[src/rtl/i2cx_pkg.sv]
package i2cx_pkg;
  typedef enum logic [2:0] {
    S_IDLE, S_ADDR, S_AACK, S_RX, S_WACK, S_TX, S_MACK
  } xfer_st_t;

  localparam logic [6:0] GCALL_ADDR  = 7'h00;
  localparam logic [6:0] DEVID_ADDR  = 7'h7C;
  localparam logic [7:0] SWRST_BYTE  = 8'h06;
endpackage

[src/rtl/i2cx_bus_sense.sv]
module i2cx_bus_sense #(
  parameter int SYNC_STAGES = 2
) (
  input  logic clk,
  input  logic rst,
  input  logic scl_i,
  input  logic sda_i,
  output logic scl_s,
  output logic sda_s,
  output logic scl_rise,
  output logic scl_fall,
  output logic start_evt,
  output logic stop_evt
);
  logic [SYNC_STAGES-1:0] scl_sh, sda_sh;
  logic scl_q, sda_q;

  always_ff @(posedge clk) begin
    if (rst) begin
      scl_sh <= '1;
      sda_sh <= '1;
      scl_q  <= 1'b1;
      sda_q  <= 1'b1;
    end else begin
      scl_sh <= {scl_sh[SYNC_STAGES-2:0], scl_i};
      sda_sh <= {sda_sh[SYNC_STAGES-2:0], sda_i};
      scl_q  <= scl_s;
      sda_q  <= sda_s;
    end
  end

  assign scl_s     = scl_sh[SYNC_STAGES-1];
  assign sda_s     = sda_sh[SYNC_STAGES-1];
  assign scl_rise  = scl_s & ~scl_q;
  assign scl_fall  = ~scl_s & scl_q;
  assign start_evt = scl_s & scl_q & sda_q & ~sda_s;
  assign stop_evt  = scl_s & scl_q & ~sda_q & sda_s;
endmodule

[src/rtl/i2cx_strap_map.sv]
module i2cx_strap_map
  import i2cx_pkg::*;
#(
  parameter int STRAP_PINS = 3
) (
  input  logic                    clk,
  input  logic                    rst,
  input  logic [2*STRAP_PINS-1:0] strap_code,
  output logic [6:0]              own_addr,
  output logic                    own_rsv
);
  localparam int ADDR_W = 7;
  logic [ADDR_W-1:0] addr_c;

  // Each strap pin contributes its 2-bit code; LSB is fixed at 0.
  always_comb begin
    addr_c = '0;
    for (int p = 0; p < STRAP_PINS; p++)
      addr_c[2*p+1 +: 2] = strap_code[2*p +: 2];
  end

  always_ff @(posedge clk) begin
    if (rst) begin
      own_addr <= GCALL_ADDR;
      own_rsv  <= 1'b1;
    end else begin
      own_addr <= addr_c;
      own_rsv  <= (addr_c == GCALL_ADDR) || (addr_c == DEVID_ADDR);
    end
  end
endmodule

[src/rtl/i2cx_port_latch.sv]
module i2cx_port_latch #(
  parameter int PORT_W = 16,
  parameter int NBYTES = PORT_W / 8,
  parameter int SEL_W  = (NBYTES > 1) ? $clog2(NBYTES) : 1
) (
  input  logic              clk,
  input  logic              rst,
  input  logic              clr,
  input  logic              wr_en,
  input  logic [SEL_W-1:0]  wr_sel,
  input  logic [7:0]        wr_byte,
  output logic [PORT_W-1:0] pin_drv
);
  for (genvar g = 0; g < NBYTES; g++) begin : g_half
    logic [7:0] byte_q;
    always_ff @(posedge clk) begin
      if (rst || clr)
        byte_q <= 8'hFF;
      else if (wr_en && (wr_sel == SEL_W'(g)))
        byte_q <= wr_byte;
    end
    assign pin_drv[g*8 +: 8] = byte_q;
  end
endmodule

[src/rtl/i2cx_slave_ctrl.sv]
module i2cx_slave_ctrl
  import i2cx_pkg::*;
#(
  parameter int PORT_W = 16,
  parameter int NBYTES = PORT_W / 8,
  parameter int SEL_W  = (NBYTES > 1) ? $clog2(NBYTES) : 1
) (
  input  logic              clk,
  input  logic              rst,
  input  logic              sda_s,
  input  logic              scl_rise,
  input  logic              scl_fall,
  input  logic              start_evt,
  input  logic              stop_evt,
  input  logic [6:0]        own_addr,
  input  logic              own_rsv,
  input  logic [PORT_W-1:0] pin_sense,
  output logic              sda_oe,
  output logic              wr_en,
  output logic [SEL_W-1:0]  wr_sel,
  output logic [7:0]        wr_byte,
  output logic              swrst
);
  xfer_st_t   st;
  logic [3:0] bitcnt;
  logic [7:0] shreg, txsh;
  logic       rw, gc, mack, swrst_pend;
  logic [SEL_W-1:0] sel, sel_nx;

  assign sel_nx = (int'(sel) == NBYTES - 1) ? '0 : sel + 1'b1;

  function automatic logic [7:0] sense_byte(input logic [PORT_W-1:0] v, input int idx);
    return v[idx*8 +: 8];
  endfunction

  always_ff @(posedge clk) begin
    if (rst) begin
      st <= S_IDLE; bitcnt <= '0; shreg <= '0; txsh <= '0;
      rw <= 1'b0; gc <= 1'b0; mack <= 1'b0; swrst_pend <= 1'b0;
      sel <= '0; sda_oe <= 1'b0; wr_en <= 1'b0; wr_sel <= '0;
      wr_byte <= '0; swrst <= 1'b0;
    end else begin
      wr_en <= 1'b0;
      swrst <= 1'b0;
      if (start_evt) begin
        st <= S_ADDR; bitcnt <= '0; sda_oe <= 1'b0;
        gc <= 1'b0; swrst_pend <= 1'b0;
      end else if (stop_evt) begin
        st <= S_IDLE; sda_oe <= 1'b0;
        swrst <= swrst_pend; swrst_pend <= 1'b0;
      end else begin
        unique case (st)
          S_ADDR, S_RX: begin
            if (scl_rise) begin
              shreg  <= {shreg[6:0], sda_s};
              bitcnt <= bitcnt + 4'd1;
            end else if (scl_fall && bitcnt == 4'd8) begin
              if (st == S_ADDR) begin
                if (shreg[7:1] == own_addr && !own_rsv) begin
                  sda_oe <= 1'b1; rw <= shreg[0]; gc <= 1'b0;
                  sel <= '0; st <= S_AACK;
                end else if (shreg == {GCALL_ADDR, 1'b0}) begin
                  sda_oe <= 1'b1; rw <= 1'b0; gc <= 1'b1; st <= S_AACK;
                end else begin
                  st <= S_IDLE;
                end
              end else if (!gc || shreg == SWRST_BYTE) begin
                sda_oe <= 1'b1; st <= S_WACK;
              end else begin
                st <= S_IDLE;
              end
            end
          end
          S_AACK: begin
            if (scl_rise && rw) txsh <= sense_byte(pin_sense, int'(sel));
            if (scl_fall) begin
              bitcnt <= '0;
              if (rw) begin
                sda_oe <= ~txsh[7]; st <= S_TX;
              end else begin
                sda_oe <= 1'b0; st <= S_RX;
              end
            end
          end
          S_WACK: begin
            if (scl_fall) begin
              sda_oe <= 1'b0; bitcnt <= '0;
              if (gc) begin
                swrst_pend <= 1'b1; st <= S_IDLE;
              end else begin
                wr_en <= 1'b1; wr_byte <= shreg; wr_sel <= sel;
                sel <= sel_nx; st <= S_RX;
              end
            end
          end
          S_TX: begin
            if (scl_fall) begin
              if (bitcnt == 4'd7) begin
                sda_oe <= 1'b0; st <= S_MACK;
              end else begin
                txsh   <= {txsh[6:0], 1'b0};
                sda_oe <= ~txsh[6];
                bitcnt <= bitcnt + 4'd1;
              end
            end
          end
          S_MACK: begin
            if (scl_rise) begin
              mack <= ~sda_s;
              if (!sda_s) begin
                sel  <= sel_nx;
                txsh <= sense_byte(pin_sense, int'(sel_nx));
              end
            end else if (scl_fall) begin
              bitcnt <= '0;
              if (mack) begin
                sda_oe <= ~txsh[7]; st <= S_TX;
              end else begin
                st <= S_IDLE;
              end
            end
          end
          default: ;
        endcase
      end
    end
  end
endmodule

[src/rtl/i2cx_expander.sv]
module i2cx_expander #(
  parameter int PORT_W      = 16,
  parameter int SYNC_STAGES = 2,
  parameter int STRAP_PINS  = 3
) (
  input  logic                    clk,
  input  logic                    rst,
  input  logic                    hw_rst_n,
  input  logic                    scl_i,
  input  logic                    sda_i,
  output logic                    sda_oe,
  input  logic [2*STRAP_PINS-1:0] strap_code,
  input  logic [PORT_W-1:0]       pin_sense,
  output logic [PORT_W-1:0]       pin_drv
);
  localparam int NBYTES = PORT_W / 8;
  localparam int SEL_W  = (NBYTES > 1) ? $clog2(NBYTES) : 1;

  logic rst_pin_q, core_rst;
  logic scl_s, sda_s, scl_rise, scl_fall, start_evt, stop_evt;
  logic [6:0] own_addr;
  logic own_rsv, wr_en, swrst;
  logic [SEL_W-1:0] wr_sel;
  logic [7:0] wr_byte;

  always_ff @(posedge clk) begin
    if (rst) rst_pin_q <= 1'b0;
    else     rst_pin_q <= ~hw_rst_n;
  end
  assign core_rst = rst | rst_pin_q;

  i2cx_bus_sense #(.SYNC_STAGES(SYNC_STAGES)) sense_i (
    .clk(clk), .rst(core_rst), .scl_i(scl_i), .sda_i(sda_i),
    .scl_s(scl_s), .sda_s(sda_s), .scl_rise(scl_rise), .scl_fall(scl_fall),
    .start_evt(start_evt), .stop_evt(stop_evt));

  i2cx_strap_map #(.STRAP_PINS(STRAP_PINS)) strap_i (
    .clk(clk), .rst(core_rst), .strap_code(strap_code),
    .own_addr(own_addr), .own_rsv(own_rsv));

  i2cx_slave_ctrl #(.PORT_W(PORT_W)) ctrl_i (
    .clk(clk), .rst(core_rst), .sda_s(sda_s), .scl_rise(scl_rise),
    .scl_fall(scl_fall), .start_evt(start_evt), .stop_evt(stop_evt),
    .own_addr(own_addr), .own_rsv(own_rsv), .pin_sense(pin_sense),
    .sda_oe(sda_oe), .wr_en(wr_en), .wr_sel(wr_sel), .wr_byte(wr_byte),
    .swrst(swrst));

  i2cx_port_latch #(.PORT_W(PORT_W)) latch_i (
    .clk(clk), .rst(core_rst), .clr(swrst), .wr_en(wr_en),
    .wr_sel(wr_sel), .wr_byte(wr_byte), .pin_drv(pin_drv));
endmodule

[config.mk]
export PLATFORM = sky130hd
export DESIGN_NAME = i2cx_expander
export DESIGN_NICKNAME = d
export VERILOG_FILES = /design/src/rtl/i2cx_pkg.sv /design/src/rtl/i2cx_bus_sense.sv /design/src/rtl/i2cx_strap_map.sv /design/src/rtl/i2cx_port_latch.sv /design/src/rtl/i2cx_slave_ctrl.sv /design/src/rtl/i2cx_expander.sv
export SDC_FILE = /design/constraint.sdc
export NUM_CORES = 1
export LEC_CHECK = 0
export ABC_AREA = 1
export BUFFER_PORTS_ARGS = -buffer_cell sky130_fd_sc_hd__buf_2
export CAP_MARGIN = 20
export CORE_AREA = 4 4 67 114
export CTS_CLUSTER_DIAMETER = 100
export DETAILED_ROUTE_END_ITERATION = 10
export DIE_AREA = 0 0 71 118
export PLACE_DENSITY = 0.74
export SLEW_MARGIN = 20
export SYNTH_ARGS = -nofsm -noshare
export SYNTH_HDL_FRONTEND = slang
export SYNTH_SLANG_ARGS = --single-unit
[constraint.sdc]
create_clock -name clk -period 2.9 [get_ports clk]
set_clock_uncertainty 0.1 [all_clocks]
set_input_delay 0.87 -clock clk [delete_from_list [all_inputs] [get_ports clk]]
set_output_delay 0.87 -clock clk [all_outputs]
set_load 0.02 [all_outputs]
# == After elaboration in Yosys (flattened, before gate mapping) ==
# Cells that the tools add are included.
# op_classes
addsub,2
eq_ne,38
shift,2
mux,59
bitwise_logic,22
n_reduce_logical,36
# ops
operator,count
two-way mux 8 bit,5
two-way mux 3 bit,13
variable part select 16 x 5 -> 8 bit,2
two-way mux 1 bit,29
"!= test 2 x 1 -> 1 bit, second input constant",12
"!= test 4 x 1 -> 1 bit, second input constant",6
case mux 8 bit (3 select lines),1
AND reduction 11 bit,2
two-way mux 4 bit,5
AND reduction 9 bit,2
case mux 4 bit (4 select lines),1
case mux 3 bit (5 select lines),1
NOT 1 bit,14
"!= test 4 bit, second input constant",3
AND reduction 6 bit,2
"!= test 2 bit, second input constant",5
"equality test 3 bit, second input constant",3
"equality test 8 x 3 -> 1 bit, second input constant",1
zero test 8 bit,1
AND reduction 4 bit,2
AND reduction 8 bit,1
bitwise AND 1 bit,7
equality test 7 bit,1
zero test 7 bit,1
26 further kinds,39
# word_totals
register_bits,71
inputBits,27
output_inout_bits,17
wordCells,184

# == Longest topological paths before layout ==
# Gate-level depths: netlist (run 1).
# logic_depth
word_depth,9
depth_mapped,13
mapped_depth_nobuf,13

# == By module ==
# Synthesis (run 1) repeated with hierarchy kept, for this count alone.
# unflattened
hier_cells,510
hier_area_um2,3598.5
# by_module_without_submodules
module,n_inst,cells_each,area_each_um2,seq_area_each_um2
i2cx_slave_ctrl,1,377,2488.6,800.8
i2cx_port_latch,1,72,631.9,320.3
i2cx_strap_map,1,32,245.2,140.1
i2cx_bus_sense,1,24,197.7,120.1
i2cx_expander,1,5,35.0,20.0

# == Worst setup path before layout (run 1) ==
# OpenSTA, ideal clock, no wires.
# synth_timing
path_type,input to register
startpoint,input port rst
endpoint,register latch_i.g_half[0].byte_q[0]
setup_ns,0.123
arrival_time_ns,1.802
required_time_ns,2.677
path_slack_ns,0.875
cell_stages,5
n_path_buf,1
cell_sequence,nor2_1 > inv_1 > nor2_1 > buf_2 > nand3_1
# synth_via
elab_chain_cells,2
# synth_rtl
element,line_no,source
start: declaration,i2cx_expander.sv:7,"input logic rst,"
bitwise OR 1 bit,i2cx_expander.sv:30,assign core_rst = rst | rst_pin_q;
logical OR 1 bit,i2cx_port_latch.sv:17,if (rst || clr)
end signal: assignment,i2cx_port_latch.sv:20,byte_q <= wr_byte;
end: declaration,i2cx_port_latch.sv:15,logic [7:0] byte_q;
# No other way between the ends.
# A chain may end at the register's enable or synchronous reset.

# == Final worst setup path (run 1) ==
# layout_timing
startpoint,register ctrl_i.st[2]
endpoint,register ctrl_i.st[0]
# layout_via
elab_chain_cells,7
elab_cells_between_ends,23
classes_between,eq/ne (14); mux (6); reduce/logical (3)
# layout_rtl
element,line_no,source
start: declaration,i2cx_slave_ctrl.sv:24,xfer_st_t st;
start signal: assignment,i2cx_slave_ctrl.sv:38,st <= S_IDLE; bitcnt <= '0; shreg <= '0; txsh <= '0;
start signal: assignment,i2cx_slave_ctrl.sv:46,st <= S_ADDR; bitcnt <= '0; sda_oe <= 1'b0;
start signal: assignment,i2cx_slave_ctrl.sv:49,st <= S_IDLE; sda_oe <= 1'b0;
equality test 3 x 1 -> 1 bit,"i2cx_slave_ctrl.sv:52, i2cx_slave_ctrl.sv:58",
two-way mux 3 bit,i2cx_slave_ctrl.sv:58,if (st == S_ADDR) begin
two-way mux 3 bit,i2cx_slave_ctrl.sv:57,end else if (scl_fall && bitcnt == 4'd8) begin
two-way mux 3 bit,i2cx_slave_ctrl.sv:54,if (scl_rise) begin
case mux 3 bit (5 select lines),i2cx_slave_ctrl.sv:52,unique case (st)
two-way mux 1 bit,i2cx_slave_ctrl.sv:48,end else if (stop_evt) begin
two-way mux 1 bit,i2cx_slave_ctrl.sv:45,if (start_evt) begin
# Several ways; a longest one is shown, not always the timed one. The select of a mux whose other input is x is not followed.

==> out/results.ini, run 1 <==
[synthesis]
synth-adder-area-share = 0.007663
synth-simple-area-share = 0.3713
ys_seq_elements = 70
yosysUniqueCellTypes = 30
synth-compound-area-share = 0.1080
synth_top_family_by_area = simple AND/OR/NAND/NOR gates
synth_cells = 488
synth_xor_area_frac = 0
synth_nets = 517
mappedNetlistArea_mm2 = 0.003266
synth_seq_area_share = 0.4291
yosys_warnings = 0
syn_area_per_cell_um2 = 6.692
synthMuxAreaShare = 0

[timing]
hold_viol = 0
period_needed_ns = 2.026
slew_headroom = 0.6430
clock.fmax_ghz = 0.4935
post-route-period-util = 0.6987
setup_violations = 0
slew_violations = 0
final.setup.tns_ns = 0
worstMarginPinSlew_ns = 0.5335
rsz0062_at_grt = no

[setup_path]
cp-end-kind = register
startpoint_type = register
path_delay_family = simple AND/OR/NAND/NOR gates
slowest_stage = dfxtp_1
path_depth = 11
crit_fanout = 16
path_cells = inv_1, nand3_1, nand2_2, nand2_2, o21ai_1, nor2_2, nand2_2, inv_1, nor2_1, nor2_1, nor2_1
cp_num_buf_inv = 2
endpoint = ctrl_i.st[0]
critPathRequiredTime_ns = 3.02
r2r_slack_ns = 0.87
criticalPathCategory = register to register
critPathMaxStageDelay_ns = 0.50
reg2reg_depth = 11
r2r_start = ctrl_i.st[2]
crit_path_start = ctrl_i.st[2]
cp_data_arrival_time_ns = 2.15
reg2reg_to = ctrl_i.st[0]

[run]
drv_cap = 0

[die]
rows = 39
core-area_mm2 = 0.006636
fp.dieH_um = 118
pin_count = 44
start_util = 0.4921
die_area_mm2 = 0.008378
die_w_um = 71

[clock_tree]
cts_root_buf = clkbuf_16
cts_tree = yes
cts_resized = 0
postCtsSetupBuffers = 0
ctsHoldBuffers = 0
cts_max_path_buffers = 2
htreeDepth = 3
cts_sinks = 70
cts_buffers = 9
clkTransAtPathRegs_ns = 0.05
insertion_delay_ns = 0.33

[power]
p_int_mw = 1.959
seqPwrFrac = 0.375
p_leak_nw = 1.846
power.density_mw_per_mm2 = 753.9
pwr-share-comb = 0.266
power_frac_clock = 0.359
p_sw_frac = 0.3228
p_switching_mw = 0.9338
ir_worst_vdd_mv = 0.5705

[min_path]
hp-start = sense_i.sda_sh[0]
holdCritPathClass = register to register

[finish]
insertedDiodeCount = 0
final_nets = 564
regArea_mm2 = 0.001401
final_cell_count_no_fill = 619
layout_commonest_cell = nand2_1
mostFrequentLayoutCells = nand2_1 (138), dfxtp_1 (70), nor2_1 (69)
fillerInstances = 676
multi_input_area_mm2 = 0.001593
drive_above_1_share = 0.1620
area_growth_pct = 17.51

[global_route]
grt_antenna_before_repair = 0
grt_pass1_wl_um = 13320
first_global_vias = 3262
grt-ovfl-total = 0
grt_max_degree = 34
gr-usage-all-layers = 0.1986

[placed_design]
dpl.hpwl_um = 5837
portBuffers = 43
place_congestion = 0.9439
dpl.cell_count = 606

[routing]
drc = 0
dr.pass1.iters = 4
drtIter0Drc = 159
via_count = 3134
via_per_inst = 5.063
routed_wl_um = 7789
wire_per_inst_um = 12.58
ant_nets = 0

[outcome]
status = finished, final reports clean

[how the worst min path moves through the flow]
stage / endpoint / slack, ns / cells past startpoint
detailed placement: sense_i.sda_sh[1] / 0.31 / 1
finish: sense_i.sda_sh[1] / 0.31 / 1
global route: sense_i.scl_sh[1] / 0.35 / 1
global placement: sense_i.scl_sh[1] / 0.30 / 1
floorplan: sense_i.scl_sh[1] / 0.29 / 1
CTS: sense_i.sda_sh[1] / 0.32 / 1
[cells in the mapped netlist]
library cell	n	area [µm²]
nand4_1	3	18.77
buf_2	3	15.01
nand2_1	138	518.0
o21ai_0	23	115.1
buf_1	1	3.750
nor2_1	70	262.8
nor3b_1	2	15.01
o31ai_1	1	7.510
nor3b_4	1	18.77
nand3_1	39	195.2
nand3_2	1	10.01
buf_4	1	7.510
nor3_1	6	30.03
nand3b_1	1	7.510
inv_1	51	191.4
a41oi_1	2	17.52
a21oi_1	34	170.2
nor2_2	2	12.51
o211ai_1	1	7.510
dfxtp_1	70	1401
nand2_2	5	31.28
nand3_4	1	17.52
inv_2	11	41.29
nor2_4	2	22.52
nor3_4	1	16.27
clkbuf_1	4	15.01
o21ai_1	7	35.03
nand2_4	1	11.26
ha_1	2	25.02
or2_2	4	25.02
[stage by stage]
step | hold WS [ns] | area, µm² | setup slack, ns | power (mW) | utilization
final | 0.3145 | 3837 | 0.8736 | 2.893 | 0.5782
after global routing | 0.3490 | 3837 | 0.6831 | 3.075 | 0.5782
after CTS | 0.3204 | 3837 | 0.9090 | 2.917 | 0.5782
after detailed placement | 0.3069 | 3560 | 0.8611 | 1.860 | 0.5364
after global placement | 0.3021 | 3560 | 0.9249 | 1.851 | 0.5364
after floorplan | 0.2925 | 3266 | 0.8749 | 1.696 | -
[routing by layer]
| layer | wire length, µm | global-route usage | up-vias |
|---|---|---|---|
| met1 | 2847 | 0.1744 | 1367 |
| met2 | 4061 | 0.3640 | 95 |
| met3 | 375 | 0.06068 | 36 |
| li1 | - | - | 1636 |
| met5 | 0 | 0 | - |
| met4 | 503 | 0.1435 | 0 |
[registers in the layout (all words and copies together) (netlist names), 2 cells and up]
| name | cells |
|---|---|
| latch_i.g_half.byte_q | 16 |
| ctrl_i.shreg | 8 |
| ctrl_i.txsh | 8 |
| ctrl_i.wr_byte | 8 |
| strap_i.own_addr | 6 |
| ctrl_i.bitcnt | 4 |
| ctrl_i.st | 3 |
| sense_i.scl_sh | 2 |
| sense_i.sda_sh | 2 |
[power groups by stage]
stage | clock network, mW | registers, mW | logic (mW)
detailed placement | 0 | 1.10 | 0.757
global placement | 0 | 1.10 | 0.750
finish | 1.04 | 1.08 | 0.768
global route | 1.10 | 1.09 | 0.880
floorplan | 0 | 1.09 | 0.607
CTS | 1.07 | 1.08 | 0.767
[cell type report]
| type | count | share of cell area |
|---|---|---|
| flip-flops and latches | 70 | 0.3652 |
| inverters | 62 | 0.06065 |
| well taps | 82 | 0.02674 |
| repair buffers | 45 | 0.05999 |
| multi-input cells | 347 | 0.4151 |
| clock buffers | 11 | 0.06325 |
| clock inverters | 2 | 0.009129 |
[cell families after synthesis]
logic type      Yosys count
fa+ha+maj                 2
flops                    70
buf+inv                  71
simple gates            277
compound gates           68
Note: power is estimated with default switching activity, not from simulation.
==> run 2: changes to the inputs <==
==> constraint.sdc (replaced) <==
create_clock -name clk -period 2.07 [get_ports clk]
set_clock_uncertainty 0.1 [all_clocks]
set_input_delay 0.621 -clock clk [delete_from_list [all_inputs] [get_ports clk]]
set_output_delay 0.621 -clock clk [all_outputs]
set_load 0.02 [all_outputs]
==> run 2 against run 1 <==
Effect of this change:
- combinational power is 41% higher
- non-clock buffer count is 2 higher
- sequential power is 41% higher
- sequential share of layout area is 0.28 points lower
- sequential cell count stayed put
- cell area is 0.78% higher
- largest cell class unchanged
==> out/results.ini, run 2 (synthesis results as in run 1) <==
[outcome]
status = finished, final reports clean

[power]
p_switching_mw = 1.367  ; +46%
pwr-share-comb = 0.262  ; -0.004
p_leak_nw = 1.858  ; +0.65%
p_sw_frac = 0.3332  ; +0.01048
seqPwrFrac = 0.370  ; -0.005
power.density_mw_per_mm2 = 1061  ; +41%
p_int_mw = 2.736  ; +40%
power_frac_clock = 0.368  ; +0.009
ir_worst_vdd_mv = 0.6702  ; +17%
totalPowerFinal_mw = 4.103  ; +42%

[setup_path]
crit_fanout = 18  ; +2
critPathRequiredTime_ns = 2.24  ; -0.78 ns
cp-end-kind = register
cp_data_arrival_time_ns = 2.03  ; -0.12 ns
criticalPathCategory = register to register
r2r_slack_ns = 0.20  ; -0.67 ns
reg2reg_to = ctrl_i.wr_byte[7]
r2r_start = ctrl_i.st[2]
startpoint_type = register
reg2reg_depth = 6  ; -5

[placed_design]
dpl.hpwl_um = 5717  ; -2.1%
dpl.cell_count = 608  ; +0.33%
place_congestion = 0.9941  ; +5.3%
dp_slack_ns = 0.1897  ; -0.6714 ns
portBuffers = 43  ; unchanged
place_area_mm2 = 0.003575  ; +0.42%

[min_path]
holdCritPathClass = register to register
hold_path_end = sense_i.scl_sh[1]
hold_depth = 1  ; unchanged
hp-start = sense_i.scl_sh[0]

[routing]
drtIter0Drc = 212  ; +33%
wire_per_inst_um = 12.22  ; -2.9%
dr.pass1.iters = 4  ; unchanged
via_count = 3169  ; +1.1%
drc = 0  ; unchanged
ant_nets = 0  ; unchanged
routed_wl_um = 7626  ; -2.1%
via_per_inst = 5.079  ; +0.31%

[clock_tree]
cts_tree = yes
htreeDepth = 3  ; unchanged
insertion_delay_ns = 0.34  ; about the same
cts_sinks = 70  ; unchanged
clkTransAtPathRegs_ns = 0.06  ; about the same
cts_resized = 0  ; unchanged
cts_root_buf = clkbuf_16
cts_buffers = 9  ; unchanged
cts_max_path_buffers = 2  ; unchanged
postCtsSetupBuffers = 0  ; unchanged
ctsHoldBuffers = 0  ; unchanged

[timing]
setup_violations = 0  ; unchanged
slew_violations = 0  ; unchanged
hold_viol = 0  ; unchanged
rsz0062_at_grt = no
worstMarginPinSlew_ns = 0.4245  ; -0.1091 ns
fin_hold_ws_ns = 0.3262  ; +0.01168 ns
final.setup.tns_ns = 0  ; unchanged
clock.fmax_ghz = 0.5351  ; +8.4%
post-route-period-util = 0.9028  ; +0.2041
slew_headroom = 0.7167  ; +0.07374
finalWorstSetupSlack_ns = 0.2011  ; -0.6725 ns
period_needed_ns = 1.869  ; -0.1575 ns

[global_route]
grt-ovfl-total = 0  ; unchanged
grt_pass1_wl_um = 12760  ; -4.2%
grt_max_degree = 33  ; -2.9%
grt_antenna_before_repair = 0  ; unchanged
gr-usage-all-layers = 0.1892  ; -0.009460
first_global_vias = 3032  ; -7.1%

[finish]
drive_above_1_share = 0.1679  ; +0.005886
mostFrequentLayoutCells = nand2_1 (138), dfxtp_1 (70), nor2_1 (69)
layout_commonest_cell = nand2_1
fin_util = 0.5828  ; +0.004525
final_area_mm2 = 0.003867  ; +0.78%
final_cell_count_no_fill = 624  ; +0.81%
largest_register = latch_i.g_half.byte_q
area_growth_pct = 18.43
largest_reg_flops = 16  ; unchanged
final_nets = 566  ; +0.35%
insertedDiodeCount = 0  ; unchanged

[die]
pin_count = 44  ; unchanged
die_area_mm2 = 0.008378  ; unchanged
rows = 39  ; unchanged
core-area_mm2 = 0.006636  ; unchanged
die_w_um = 71  ; unchanged
start_util = 0.4921  ; unchanged
fp.dieH_um = 118  ; unchanged

[run]
drv_cap = 0  ; unchanged

==> run 2: worst max-delay path by stage <==
stage / start / to / slack (ns) / depth (start not counted)
6_report: ctrl_i.st[2] / ctrl_i.wr_byte[7] / 0.20 / 6
4_1_cts: ctrl_i.st[2] / ctrl_i.wr_byte[7] / 0.22 / 6
3_3_place_gp: rst / latch_i.g_half[1].byte_q[1] / 0.19 / 6
2_1_floorplan: rst / latch_i.g_half[0].byte_q[0] / 0.29 / 5
3_5_place_dp: rst / latch_i.g_half[1].byte_q[4] / 0.19 / 6
5_1_grt: ctrl_i.st[2] / ctrl_i.txsh[6] / 0.02 / 7
==> run 2: layout make-up <==
type,instances,area [µm²]
flip-flops and latches,70,1401
clock buffers,11,232.7
repair buffers,47,245.2
multi-input cells,347,1593
inverters,62,232.7
clock inverters,5,60.06
well taps,82,102.6
fillers,647,2769
==> run 2: power by group through the flow <==
stage	sequential (mW)	clock, mW	combinational, mW
after global placement	1.54	0	1.04
after global routing	1.53	1.59	1.23
after floorplan	1.53	0	0.851
after CTS	1.52	1.53	1.07
after detailed placement	1.54	0	1.06
final	1.52	1.51	1.08
==> run 2: per-layer routing <==
metal / share of wire / routed length (µm) / global-route usage
met5: 0 / 0 / 0
met4: 0.052 / 393 / 0.1165
met3: 0.043 / 326 / 0.04359
met2: 0.53 / 4047 / 0.3459
met1: 0.37 / 2858 / 0.1847
==> run 2: worst max-delay path, stage by stage (launching register included) <==
cell,delay (ns)
dfxtp_1,0.49
nand3_1,0.29
nor2_1,0.31
nand2_1,0.14
inv_2,0.22
o21ai_0,0.12
a21oi_1,0.13
==> run 3: changes to the inputs <==
--- a/config.mk
+++ b/config.mk
@@ -12,6 +12,7 @@
 export CTS_CLUSTER_DIAMETER = 100
 export DETAILED_ROUTE_END_ITERATION = 10
 export DIE_AREA = 0 0 71 118
+export GPL_TIMING_DRIVEN = 0
 export PLACE_DENSITY = 0.74
 export SLEW_MARGIN = 20
 export SYNTH_ARGS = -nofsm -noshare
==> run 3 against run 2 <==
Effect of this change:
- cell area decreased by 0.32%
- wire length increased by 4.6%
- sequential cell count unchanged
- global-route usage increased by 0.87 points
- die area unchanged
==> out/results.ini, run 3 (synthesis results as in run 1) <==
[finish]
drive_above_1_share = 0.1664  ; -0.001535
fin_util = 0.5809  ; -0.001886
final_area_mm2 = 0.003855  ; -0.32%
largest_register = latch_i.g_half.byte_q
area_growth_pct = 18.05
largest_reg_flops = 16  ; unchanged
final_nets = 571  ; +0.88%
mostFrequentLayoutCells = nand2_1 (138), dfxtp_1 (70), nor2_1 (69)
final_cell_count_no_fill = 629  ; +0.80%
insertedDiodeCount = 0  ; unchanged
layout_commonest_cell = nand2_1

[die]
die_w_um = 71  ; unchanged
fp.dieH_um = 118  ; unchanged
die_area_mm2 = 0.008378  ; unchanged
core-area_mm2 = 0.006636  ; unchanged
start_util = 0.4921  ; unchanged
pin_count = 44  ; unchanged
rows = 39  ; unchanged

[clock_tree]
insertion_delay_ns = 0.33  ; about the same
postCtsSetupBuffers = 0  ; unchanged
clkTransAtPathRegs_ns = 0.05  ; about the same
cts_sinks = 70  ; unchanged
cts_resized = 0  ; unchanged
cts_tree = yes
htreeDepth = 3  ; unchanged
cts_root_buf = clkbuf_16
ctsHoldBuffers = 0  ; unchanged
cts_buffers = 9  ; unchanged
cts_max_path_buffers = 2  ; unchanged

[min_path]
holdCritPathClass = register to register

[global_route]
first_global_vias = 3027  ; -0.16%
gr-usage-all-layers = 0.1979  ; +0.008735
grt_pass1_wl_um = 13140  ; +3.0%
grt_antenna_before_repair = 0  ; unchanged
grt_max_degree = 12  ; -64%
grt-ovfl-total = 0  ; unchanged

[routing]
via_per_inst = 5.016  ; -1.2%
routed_wl_um = 7976  ; +4.6%
dr.pass1.iters = 4  ; unchanged
drtIter0Drc = 136  ; -36%
ant_nets = 0  ; unchanged
wire_per_inst_um = 12.68  ; +3.8%
drc = 0  ; unchanged
via_count = 3155  ; -0.44%

[setup_path]
crit_fanout = 9  ; -9
startpoint_type = register
cp_data_arrival_time_ns = 2.00  ; -0.03 ns
critPathRequiredTime_ns = 2.19  ; -0.05 ns
criticalPathCategory = register to register
cp-end-kind = register

[timing]
final.setup.tns_ns = 0  ; unchanged
post-route-period-util = 0.9082  ; +0.005315
finalWorstSetupSlack_ns = 0.1901  ; -0.01100 ns
hold_viol = 0  ; unchanged
slew_violations = 0  ; unchanged
rsz0062_at_grt = no
period_needed_ns = 1.880  ; +0.01100 ns
worstMarginPinSlew_ns = 0.5468  ; +0.1223 ns
setup_violations = 0  ; unchanged
slew_headroom = 0.6355  ; -0.08124
clock.fmax_ghz = 0.5319  ; -0.59%

[placed_design]
dp_slack_ns = -0.3606  ; -0.5503 ns
portBuffers = 43  ; unchanged
place_area_mm2 = 0.003583  ; +0.25%
dpl.cell_count = 613  ; +0.82%
place_congestion = 0.9358  ; -5.9%
dpl.hpwl_um = 6098  ; +6.7%

[power]
power.density_mw_per_mm2 = 1038  ; -2.1%
ir_worst_vdd_mv = 0.5555  ; -17%
p_leak_nw = 1.854  ; -0.18%

[outcome]
status = finished, final reports clean

[run]
drv_cap = 0  ; unchanged

run 3: layer usage:
| layer | wire length [µm] | vias up | GRT usage |
|---|---|---|---|
| li1 | - | 1650 | - |
| met1 | 2940 | 1382 | 0.1839 |
| met2 | 4299 | 89 | 0.3715 |
| met3 | 350 | 34 | 0.04530 |
| met4 | 386 | 0 | 0.1235 |
| met5 | 0 | - | 0 |
run 3: power by group:
part / switching [mW] / total, mW / internal (mW)
Combinational: 0.735 / 1.11 / 0.373
Sequential: 0.0650 / 1.50 / 1.44
Clock: 0.556 / 1.39 / 0.837
Total: 1.36 / 4.00 / 2.65
run 3: cell type report:
type / count / area (µm²)
buffer: 9 / 41.29
clock buffer: 12 / 246.5
clock inverter: 4 / 22.52
fill: 671 / 2781
inverter: 62 / 232.7
multi-input combinational: 347 / 1593
sequential: 70 / 1401
tap: 82 / 102.6
timing repair buffer: 43 / 215.2
run 3: worst max-delay path: stages (launching register included):
cell and delay [ns]:
dfxtp_1 0.36, inv_1 0.10, nand4_1 0.19, nand2_1 0.21, nor3b_4 0.47, nand2_4 0.15, o21ai_1 0.15, nor2_1 0.05
run 3: path summary, 6_finish.rpt:
path,from,end,slack [ns],cells after the start
hold / removal,sense_i.scl_sh[0],sense_i.scl_sh[1],0.31,1
setup / recovery,sense_i.sda_sh[1],ctrl_i.txsh[0],0.19,7
setup reg to reg,sense_i.sda_sh[1],ctrl_i.txsh[0],0.19,7
hold reg to reg,sense_i.scl_sh[0],sense_i.scl_sh[1],0.31,1
run 3: through the flow:
stage | power [mW] | hold slack, ns
final | 4.003 | 0.3113
after global routing | 4.261 | 0.3444
after CTS | 4.014 | 0.3166
after detailed placement | 2.624 | 0.3026
after global placement | 2.596 | 0.2991
after floorplan | 2.376 | 0.2925
